--- config.mk ---
export PLATFORM = sky130hd
export DESIGN_NAME = vic_cascade_top
export DESIGN_NICKNAME = d
export VERILOG_FILES = /design/src/rtl/vic_pkg.sv /design/src/rtl/vic_sync.sv /design/src/rtl/vic_prio_find.sv /design/src/rtl/vic_slice.sv /design/src/rtl/vic_cascade_top.sv
export SDC_FILE = /design/constraint.sdc
export NUM_CORES = 2
export LEC_CHECK = 0
export CELL_PAD_IN_SITES_DETAIL_PLACEMENT = 2
export CELL_PAD_IN_SITES_GLOBAL_PLACEMENT = 2
export CORE_MARGIN = 5
export CORE_UTILIZATION = 41
export CTS_BUF_LIST = sky130_fd_sc_hd__clkbuf_8
export DETAILED_ROUTE_END_ITERATION = 7
export DONT_BUFFER_PORTS = 1
export GPL_ROUTABILITY_DRIVEN = 0
export GPL_TIMING_DRIVEN = 0
export MAX_ROUTING_LAYER = met4
export PLACE_DENSITY_LB_ADDON = 0.1
export SKIP_CTS_REPAIR_TIMING = 1
export SLEW_MARGIN = 20
export SYNTH_ARGS = -nofsm -noshare
export SYNTH_HDL_FRONTEND = slang
export SYNTH_SLANG_ARGS = --single-unit
--- constraint.sdc ---
create_clock -name clk -period 2.9 [get_ports clk]
set_input_delay 0.145 -clock clk [delete_from_list [all_inputs] [get_ports clk]]
set_output_delay 0.145 -clock clk [all_outputs]
set_load 0.005 [all_outputs]
--- src/rtl/vic_pkg.sv ---
package vic_pkg;
  typedef enum logic [2:0] {
    OFF_EN    = 3'd0,
    OFF_RAW   = 3'd1,
    OFF_STAT  = 3'd2,
    OFF_POL   = 3'd3,
    OFF_TYPE  = 3'd4,
    OFF_ROUTE = 3'd5
  } reg_sel_e;

  localparam int REG_LSB = 2;
  localparam int REG_AW  = 3;
endpackage

--- src/rtl/vic_sync.sv ---
module vic_sync #(
  parameter int W      = 32,
  parameter int STAGES = 2
) (
  input  logic         clk,
  input  logic         rst,
  input  logic [W-1:0] d,
  output logic [W-1:0] q
);
  logic [W-1:0] stg [STAGES];

  always_ff @(posedge clk) begin
    if (rst) begin
      for (int i = 0; i < STAGES; i++) stg[i] <= '0;
    end else begin
      stg[0] <= d;
      for (int i = 1; i < STAGES; i++) stg[i] <= stg[i-1];
    end
  end

  assign q = stg[STAGES-1];
endmodule

--- src/rtl/vic_prio_find.sv ---
module vic_prio_find #(
  parameter int W  = 32,
  localparam int IW = $clog2(W)
) (
  input  logic [W-1:0]  vec,
  output logic          found,
  output logic [IW-1:0] idx
);
  always_comb begin
    found = 1'b0;
    idx   = '0;
    for (int i = 0; i < W; i++) begin
      if (vec[i]) begin
        found = 1'b1;
        idx   = IW'(i);
      end
    end
  end
endmodule

--- src/rtl/vic_slice.sv ---
module vic_slice
  import vic_pkg::*;
#(
  parameter int           W      = 32,
  parameter logic [W-1:0] RST_EN = '0,
  parameter logic [W-1:0] BYPASS = '0
) (
  input  logic         clk,
  input  logic         rst,
  input  logic [W-1:0] src_i,
  input  logic         wr_en,
  input  reg_sel_e     wr_sel,
  input  logic [W-1:0] wr_data,
  input  reg_sel_e     rd_sel,
  output logic [W-1:0] rd_data,
  output logic [W-1:0] cand_o,
  output logic         irq_o,
  output logic         fiq_o
);
  logic [W-1:0] en_q, raw_q, pol_q, typ_q, route_q, src_d;
  logic [W-1:0] lvl_val, edge_hit, is_edge, clr_mask, raw_nxt, stat;

  // active level per source; cascade bits are taken as active-high levels
  assign lvl_val  = (BYPASS & src_i) | (~BYPASS & ~(src_i ^ pol_q));
  assign edge_hit = (src_i & ~src_d & pol_q) | (~src_i & src_d & ~pol_q);
  assign is_edge  = typ_q & ~BYPASS;
  assign clr_mask = (wr_en && wr_sel == OFF_RAW) ? wr_data : '0;
  assign raw_nxt  = (is_edge & ((raw_q & ~clr_mask) | edge_hit)) |
                    (~is_edge & lvl_val);
  assign stat     = raw_q & en_q;
  assign cand_o   = stat & ~route_q;

  always_ff @(posedge clk) begin
    if (rst) begin
      en_q    <= RST_EN;
      raw_q   <= '0;
      pol_q   <= '0;
      typ_q   <= '0;
      route_q <= '0;
      src_d   <= '0;
      irq_o   <= 1'b0;
      fiq_o   <= 1'b0;
    end else begin
      src_d <= src_i;
      raw_q <= raw_nxt;
      irq_o <= |(stat & ~route_q);
      fiq_o <= |(stat & route_q);
      if (wr_en) begin
        case (wr_sel)
          OFF_EN:    en_q    <= wr_data;
          OFF_POL:   pol_q   <= wr_data;
          OFF_TYPE:  typ_q   <= wr_data;
          OFF_ROUTE: route_q <= wr_data;
          default:   ;
        endcase
      end
    end
  end

  always_comb begin
    case (rd_sel)
      OFF_EN:    rd_data = en_q;
      OFF_RAW:   rd_data = raw_q;
      OFF_STAT:  rd_data = stat;
      OFF_POL:   rd_data = pol_q;
      OFF_TYPE:  rd_data = typ_q;
      OFF_ROUTE: rd_data = route_q;
      default:   rd_data = '0;
    endcase
  end
endmodule

--- src/rtl/vic_cascade_top.sv ---
module vic_cascade_top
  import vic_pkg::*;
#(
  parameter int SLICE_W   = 32,
  parameter int ADDR_W    = 16,
  parameter int MOD_SHIFT = 14,
  parameter int SYNC_LEN  = 2,
  parameter int SW_SRC    = 33,
  localparam int NUM_SLICES = 3,
  localparam int NSRC       = NUM_SLICES * SLICE_W,
  localparam int IDX_W      = $clog2(NSRC),
  localparam int BIT_W      = $clog2(SLICE_W),
  localparam int MOD_W      = ADDR_W - MOD_SHIFT
) (
  input  logic              clk,
  input  logic              rst,
  input  logic [NSRC-1:0]   src_i,
  input  logic              wr_en,
  input  logic [ADDR_W-1:0] wr_addr,
  input  logic [SLICE_W-1:0] wr_data,
  input  logic [ADDR_W-1:0] rd_addr,
  output logic [SLICE_W-1:0] rd_data,
  output logic              irq_o,
  output logic              fiq_o,
  output logic              pend_valid_o,
  output logic [IDX_W-1:0]  pend_idx_o
);
  localparam logic [SLICE_W-1:0] CASC_MASK =
    SLICE_W'(3) | (SLICE_W'(3) << (SLICE_W - 2));
  localparam logic [MOD_W-1:0] SW_MOD = MOD_W'(NUM_SLICES);

  // ---- address decode ----
  logic [MOD_W-1:0] wr_mod, rd_mod;
  reg_sel_e         wr_sel, rd_sel;
  logic             wr_ok, rd_ok;

  assign wr_mod = wr_addr[ADDR_W-1:MOD_SHIFT];
  assign rd_mod = rd_addr[ADDR_W-1:MOD_SHIFT];
  assign wr_sel = reg_sel_e'(wr_addr[REG_LSB+REG_AW-1:REG_LSB]);
  assign rd_sel = reg_sel_e'(rd_addr[REG_LSB+REG_AW-1:REG_LSB]);
  assign wr_ok  = wr_en && (wr_addr[REG_LSB-1:0] == '0) &&
                  (wr_addr[MOD_SHIFT-1:REG_LSB+REG_AW] == '0);
  assign rd_ok  = (rd_addr[REG_LSB-1:0] == '0) &&
                  (rd_addr[MOD_SHIFT-1:REG_LSB+REG_AW] == '0);

  // ---- software interrupt word ----
  logic sw_q;
  always_ff @(posedge clk) begin
    if (rst) sw_q <= 1'b0;
    else if (wr_ok && wr_mod == SW_MOD && wr_sel == OFF_EN) sw_q <= wr_data[0];
  end

  // ---- input synchronisation ----
  logic [NSRC-1:0] src_s, src_x;
  vic_sync #(.W(NSRC), .STAGES(SYNC_LEN)) u_sync (
    .clk (clk), .rst (rst), .d (src_i), .q (src_s)
  );
  assign src_x = src_s | (NSRC'(sw_q) << SW_SRC);

  // ---- slices ----
  logic [SLICE_W-1:0] slice_in [NUM_SLICES];
  logic [SLICE_W-1:0] rd_word  [NUM_SLICES];
  logic [SLICE_W-1:0] cand_w   [NUM_SLICES];
  logic               irq_w    [NUM_SLICES];
  logic               fiq_w    [NUM_SLICES];
  logic               hit_w    [NUM_SLICES];
  logic [BIT_W-1:0]   bit_w    [NUM_SLICES];
  logic [SLICE_W-1:0] casc_vec;

  always_comb begin
    casc_vec              = '0;
    casc_vec[0]           = irq_w[1];
    casc_vec[1]           = irq_w[2];
    casc_vec[SLICE_W-2]   = fiq_w[1];
    casc_vec[SLICE_W-1]   = fiq_w[2];
  end

  for (genvar g = 0; g < NUM_SLICES; g++) begin : g_slice
    localparam logic [SLICE_W-1:0] FIXED = (g == 0) ? CASC_MASK : '0;
    logic [SLICE_W-1:0] search_vec;

    if (g == 0) begin : g_main
      assign slice_in[g] = (src_x[SLICE_W-1:0] & ~CASC_MASK) | casc_vec;
    end else begin : g_sub
      assign slice_in[g] = src_x[g*SLICE_W +: SLICE_W];
    end

    vic_slice #(.W(SLICE_W), .RST_EN(FIXED), .BYPASS(FIXED)) u_slice (
      .clk     (clk),
      .rst     (rst),
      .src_i   (slice_in[g]),
      .wr_en   (wr_ok && wr_mod == MOD_W'(g)),
      .wr_sel  (wr_sel),
      .wr_data (wr_data),
      .rd_sel  (rd_sel),
      .rd_data (rd_word[g]),
      .cand_o  (cand_w[g]),
      .irq_o   (irq_w[g]),
      .fiq_o   (fiq_w[g])
    );

    assign search_vec = cand_w[g] & ~FIXED;

    vic_prio_find #(.W(SLICE_W)) u_find (
      .vec   (search_vec),
      .found (hit_w[g]),
      .idx   (bit_w[g])
    );
  end

  assign irq_o = irq_w[0];
  assign fiq_o = fiq_w[0];

  // ---- slice-order pending selection ----
  logic             pv_nxt;
  logic [IDX_W-1:0] pi_nxt;
  always_comb begin
    pv_nxt = 1'b0;
    pi_nxt = '0;
    for (int g = NUM_SLICES - 1; g >= 0; g--) begin
      if (hit_w[g]) begin
        pv_nxt = 1'b1;
        pi_nxt = IDX_W'(g * SLICE_W) + IDX_W'(bit_w[g]);
      end
    end
  end

  // ---- read mux ----
  logic [SLICE_W-1:0] rd_nxt;
  always_comb begin
    rd_nxt = '0;
    if (rd_ok) begin
      if (rd_mod == SW_MOD) begin
        if (rd_sel == OFF_EN) rd_nxt = SLICE_W'(sw_q);
      end else begin
        for (int g = 0; g < NUM_SLICES; g++)
          if (rd_mod == MOD_W'(g)) rd_nxt = rd_word[g];
      end
    end
  end

  always_ff @(posedge clk) begin
    if (rst) begin
      pend_valid_o <= 1'b0;
      pend_idx_o   <= '0;
      rd_data      <= '0;
    end else begin
      pend_valid_o <= pv_nxt;
      pend_idx_o   <= pi_nxt;
      rd_data      <= rd_nxt;
    end
  end
endmodule

Yosys cells after proc, flatten, opt, wreduce, memory -nomap -nowiden
Memories as Yosys holds them, arrays and structs flattened. Index checks and enable logic that the tools add are counted.

Equal/unequal tests: 15. Add/sub/neg operators: 2. Bitwise gates (word level): 69. Reductions and logical operators: 39. Multiplexer cells: 204.

Operator list (count): $and A32 B32 Y32 (29); $not A32 Y32 (19); $pmux W32 S6 (3); $or A32 B32 Y32 (9); $mux W5 (47); $mux W32 (7); $mux W96 (2); $reduce_or A32 Y1 (6); $mux W1 (101); $mux W4 (24); $or A96 B34 Y96 (1); $xor A32 B32 Y32 (2); $mux W3 (12); $and A30 B32 Y32 (1); $not A30 Y32 (1); $or A30 B32 Y32 (1); $or A32 B30 Y32 (1); $not A30 Y30 (1); $xor A30 B30 Y30 (1); $reduce_and A2 Y1 (12); $logic_not A9 Y1 (2); $mux W7 (2); $eq A3 B3 Y1 const B (4); $mux W2 (6); other kinds (12) (35).

Memories: 1. Register bits: 623. RAM bits: 192. Input port bits: 163.

Memories: u_sync.stg (words 2, width 96, rd ports 2, clocked after memory_dff 0, write ports 2, line vic_sync.sv:10) `logic [W-1:0] stg [STAGES];`.

Longest topological paths before layout
Word-level depth: 37. Depth in mapped cells: 10. Mapped depth without buffers: 7.

Modules after synthesis
Synthesis repeated with hierarchy kept, for this count alone.

Cell total of the unflattened synthesis: 4356. Area total of the unflattened synthesis: 35150.0 um2.

By module, submodules not included: vic_slice (g_slice[1].u_slice ...) (area each 8834.7 um2, instances 2, cells each 1155, seq. area each 3883.7 um2); vic_slice (g_slice[0].u_slice) (area each 8615.8 um2, instances 1, cells each 1129, seq. area each 3803.6 um2); vic_sync (area each 5869.4 um2, instances 1, cells each 501, seq. area each 3843.7 um2); vic_cascade_top (area each 1921.8 um2, instances 1, cells each 230, seq. area each 820.8 um2); vic_prio_find (area each 357.8 um2, instances 3, cells each 62, seq. area each 0.0 um2).

Worst setup path after synthesis
No wires, ideal clock.

Path kind: reg-to-reg. Start: register g_slice[2].u_slice.route_q[29]. End: register pend_idx_o[2]. Data arrival time: 2.133 ns. Data required time: 2.775 ns. Setup time: 0.125 ns. Cell stages (with the launch flop): 7. Path slack: 0.642 ns. Path buffers: 0. Cells stage by stage: dfxtp_1 -> and3b_4 -> nor4b_4 -> or4b_4 -> nor4_4 -> a211oi_1 -> o41a_1.

Word-level cells in the longest chain between the ends: 9. Elaborated cells on any way between the ends: 12. Classes of those cells: add/sub: 1; mux: 9; bitwise: 2.

Ends and longest elaborated chain: start, declared (line vic_slice.sv:20) `logic [W-1:0] en_q, raw_q, pol_q, typ_q, route_q, src_d;`; start signal, assigned (line vic_slice.sv:53) `OFF_ROUTE: route_q <= wr_data;`; $not A32 Y32 * (line vic_slice.sv:31) `assign cand_o = stat & ~route_q;`; $and A32 B32 Y32 * (line vic_slice.sv:31); $mux W5 (3 in a row) (line vic_prio_find.sv:13) `if (vec[i]) begin`; $add A7 B5 Y7 (line vic_cascade_top.sv:123) `pi_nxt = IDX_W'(g * SLICE_W) + IDX_W'(bit_w[g]);`; $mux W7 * (2 in a row) (line vic_cascade_top.sv:121) `if (hit_w[g]) begin`; $mux W5 * (line vic_cascade_top.sv:121); end signal, assigned (line vic_cascade_top.sv:149) `pend_idx_o <= pi_nxt;`; end, declared (line vic_cascade_top.sv:26) `output logic [IDX_W-1:0] pend_idx_o`.

Every way passes the cells marked *; elsewhere a longest branch is shown, timed or not. A chain may end at the register's enable or synchronous reset.

Worst setup path in the final report
Start: input rd_addr[4]. End: register rd_data[0].

Word-level cells in the longest chain between the ends: 6. Elaborated cells on any way between the ends: 14. Classes of those cells: eq/ne: 5; mux: 8; reduce/logical: 1.

Ends and longest elaborated chain: start, declared (line vic_cascade_top.sv:21) `input logic [ADDR_W-1:0] rd_addr,`; $eq A3 B3 Y1 (tied with other cells) (line vic_slice.sv:61) `case (rd_sel)`; $pmux W32 S6 (line vic_slice.sv:61); $mux W32 (3 in a row) (line vic_cascade_top.sv:137) `if (rd_mod == MOD_W'(g)) rd_nxt = rd_word[g];`; $mux W32 * (line vic_cascade_top.sv:133) `if (rd_mod == SW_MOD) begin`; end signal, assigned (line vic_cascade_top.sv:150) `rd_data <= rd_nxt;`; end, declared (line vic_cascade_top.sv:22) `output logic [SLICE_W-1:0] rd_data,`.

Marks and branches as above.

==> metrics.yaml <==
floorplanning:
  core_area_mm2: 0.0833
  die_y_um: 299
  start_util_pct: 41.1
  rows: 106
  die_w_um: 299
  die-area_mm2: 0.0894
  io_pins: 205
timing:
  period_minus_slack_ps: 3160
  fin_ws_ps: -264
  finalCritPeriodShare_pct: 109
  hold_viol_final: 14
  finClkSkew_ps: 42.0
  slew_headroom_pct: 9.61
  fin_tns_setup_ps: -2380
  finalMaxSlewViolations: 0
  tightest_slew_ps: 1360
  hold-worst-slack_ps: -46.0
  setup_violations: 21
  fmax_ghz: 0.316
  rsz0062_at_grt: "yes"
synthesis:
  yosys.area.top_type: "dfxtp_1"
  synthFlopType: "dfxtp_1"
  syn-num-nets: 4057
  syn_inst: 3894
  synth_edf_count: 0
  synth_area_leaders: "dfxtp_1, mux2i_1, nor2b_1"
  yosysSeqAreaShare_pct: 46.9
  synth_top_area_share_pct: 46.9
  ys_types: 71
  ys.warnings.count: 0
  syn-mean-instance-area_um2: 8.80
  synth-seq-cells: 803
  syn_area_mm2: 0.0343
  synthArstFlopShare_pct: 0
critical_path:
  reg2reg_depth: 8
  worst_setup_path_start_kind: "input port"
  endpoint_kind: "register"
  crit_chain: "buf_2 -> buf_2 -> buf_2 -> nor2_1 -> a2111oi_1 -> a21oi_1 -> a222oi_1 -> nor2_1"
  crit_path_max_fanout: 10
  path_delay_family: "compound AO/OA/AOI/OAI gates"
  worstSetupPathType: "in -> reg"
  cpMostUsedCell: "buf_2"
  cpPeakStageDelay_ps: 980
  slowest_stage: "a222oi_1"
  crit_arrival_ps: 3860
  cp.depth: 8
  crit_buf_inv: 3
  worst_ep_required_time_ps: 3600
final_layout:
  stdcell_area_mm2: 0.0411
  fillers: 8942
  nets: 4419
  drive_above_1_share_pct: 8.32
  final_core_util_pct: 49.3
  syn_to_final_growth_pct: 19.9
placement:
  place_area_mm2: 0.0357
  hpwl_mm: 132
  dpl_worst_slack_ps: -1260
  numPortBuffers: 0
drt:
  via_per_inst: 6.51
  ant_nets: 0
  drt_first_pass_iters: 5
  first_iter_violations: 4023
  wire_per_inst_um: 35.7
  num_vias: 35600
  finalWirelength_mm: 195
  drcViolationCount: 0
grt:
  grt_max_degree: 17
  grt_first_pass_wirelength_mm: 252
  grt_pass1_vias: 34500
  antenna_found_initial: 23
  overflow: 0
  grt.total_usage_pct: 40.0
clocking:
  htree_levels: 4
  cts_inserted_buffers: 147
  clock_path_buffers: 3
  insertion_delay_ps: 880
  cts_tree: "yes"
  cts_sinks: 803
  clk_pin_slew_ps: 70
  root_buffer: "clkbuf_8"
power:
  peakVddDrop_mv: 0.570
  intPower_mw: 18.1
  p_leak_nw: 15.6
  powerDensity_mw_per_mm2: 611
  p_switching_mw: 7.03
  swShare_pct: 28.0
  power_frac_seq_pct: 45.9
  p_clk_share_pct: 46.6
  p_comb_share_pct: 7.5
hold_path:
  whs_path_depth: 2
  hp-class: "in -> reg"
job:
  drv_cap: 0
status:
  failed_checks: "negative hold slack, negative setup slack"
  outcome: "finished, violations left"
final timing paths:
check                                        to                                   startpoint  slack [ps]
hold / removal     u_sync.stg[0][91]$_SDFF_PP0_                                    src_i[91]         -50
setup / recovery          rd_data[0]$_SDFF_PP0_                                   rd_addr[4]        -260
setup reg to reg       pend_idx_o[0]$_SDFF_PP0_  g_slice[0].u_slice.route_q[28]$_SDFFE_PP0P_        -100
hold reg to reg   u_sync.stg[0][113]$_SDFF_PP0_                 u_sync.stg[0][17]$_SDFF_PP0_         430
sequential cells by signal, summed over array words and instances (netlist names):
register,flops
g_slice.u_slice.en_q,96
g_slice.u_slice.fiq_o,3
g_slice.u_slice.irq_o,3
g_slice.u_slice.is_edge,64
g_slice.u_slice.pol_q,96
g_slice.u_slice.raw_q,92
g_slice.u_slice.route_q,96
g_slice.u_slice.src_d,96
g_slice.u_slice.typ_q,32
pend_idx_o,7
pend_valid_o,1
rd_data,32
sw_q,1
u_sync.stg,184
cell usage in the layout, fill, tap and decap left out, drive strengths merged, types with 6 or more instances in the layout:
master / Yosys / routed
nand3: 199 / 199
nand3b: 53 / 53
diode: 0 / 28
nand4: 28 / 28
a32oi: 25 / 25
a211oi: 10 / 10
and3: 10 / 10
a21o: 34 / 34
a311oi: 9 / 9
nor4: 18 / 18
a22oi: 61 / 61
nor2b: 373 / 373
mux2: 23 / 23
o21ai: 49 / 49
o22ai: 12 / 12
nand2b: 20 / 20
a31oi: 116 / 116
inv: 19 / 59
buf: 55 / 60
o2111ai: 20 / 20
clkinv: 1 / 19
dfxtp: 803 / 803
o211ai: 24 / 24
nor3: 122 / 122
nor2: 435 / 435
a32o: 6 / 6
o221ai: 11 / 11
a22o: 16 / 16
a221oi: 41 / 41
a21oi: 250 / 250
a221o: 12 / 12
dlygate4sd3: 0 / 206
clkbuf: 201 / 392
and3b: 27 / 27
nand2: 398 / 398
mux2i: 348 / 348
area by class of cell:
type,count,area (µm²),area share [%]
diodes,28,70.1,0.171
plain buffers,256,1080,2.62
clock buffers,190,2620,6.37
clock inverters,67,467,1.14
inverters,20,75.1,0.183
multi-input cells,2815,17200,41.8
flip-flops and latches,803,16100,39.1
well taps,1080,1350,3.29
repair buffers,213,2170,5.27
layer usage:
metal | track usage, % | vias up | routed length (µm)
met4 | 25.7 | 0 | 16600
met5 | - | - | 0
met3 | 10.2 | 725 | 19500
li1 | - | 14600 | -
met2 | 59.2 | 2293 | 84800
met1 | 48.8 | 18000 | 74300
synthesized netlist by cell type (all sizes together) (4+ instances only):
library cell and n:
a21o 34, o2111ai 20, a221oi 41, a222oi 5
nor3 122, o221ai 11, a32oi 25, a211o 4
buf 55, o211ai 24, mux4 4, nor2 435
a21oi 250, a31oi 116, o21ai 49, nand3b 53
clkbuf 201, a221o 12, mux2i 348, a211oi 10
and3 10, nor4 18, a32o 6, inv 19
a311oi 9, nand4 28, a22oi 61, a22o 16
nand2b 20, nor2b 373, o22ai 12, nand3 199
and3b 27, mux2 23, nand2 398, or3 4
dfxtp 803
power groups by stage:
stage | clock network, mW | registers, mW | logic, mW
global placement | 0 | 11.7 | 1.38
finish | 11.7 | 11.5 | 1.88
detailed placement | 0 | 11.7 | 1.43
CTS | 11.6 | 11.5 | 1.44
floorplan | 0 | 11.6 | 0.696
global route | 12.2 | 11.5 | 1.86
stage by stage:
step                      instances  power, mW
after global routing           5462       25.6
after CTS                      5234       24.5
after detailed placement       4977       13.2
after floorplan                3894       12.3
final                          5472       25.1
after global placement         4974       13.1
logic make-up after synthesis:
kind of cell | synth area share, %
AND/OR/NAND/NOR | 24.6
flip-flops | 46.9
AO/OA/AOI/OAI | 14.1
multiplexers | 11.2
buffers and inverters | 3.17
Note: power is estimated with default switching activity, not from simulation.
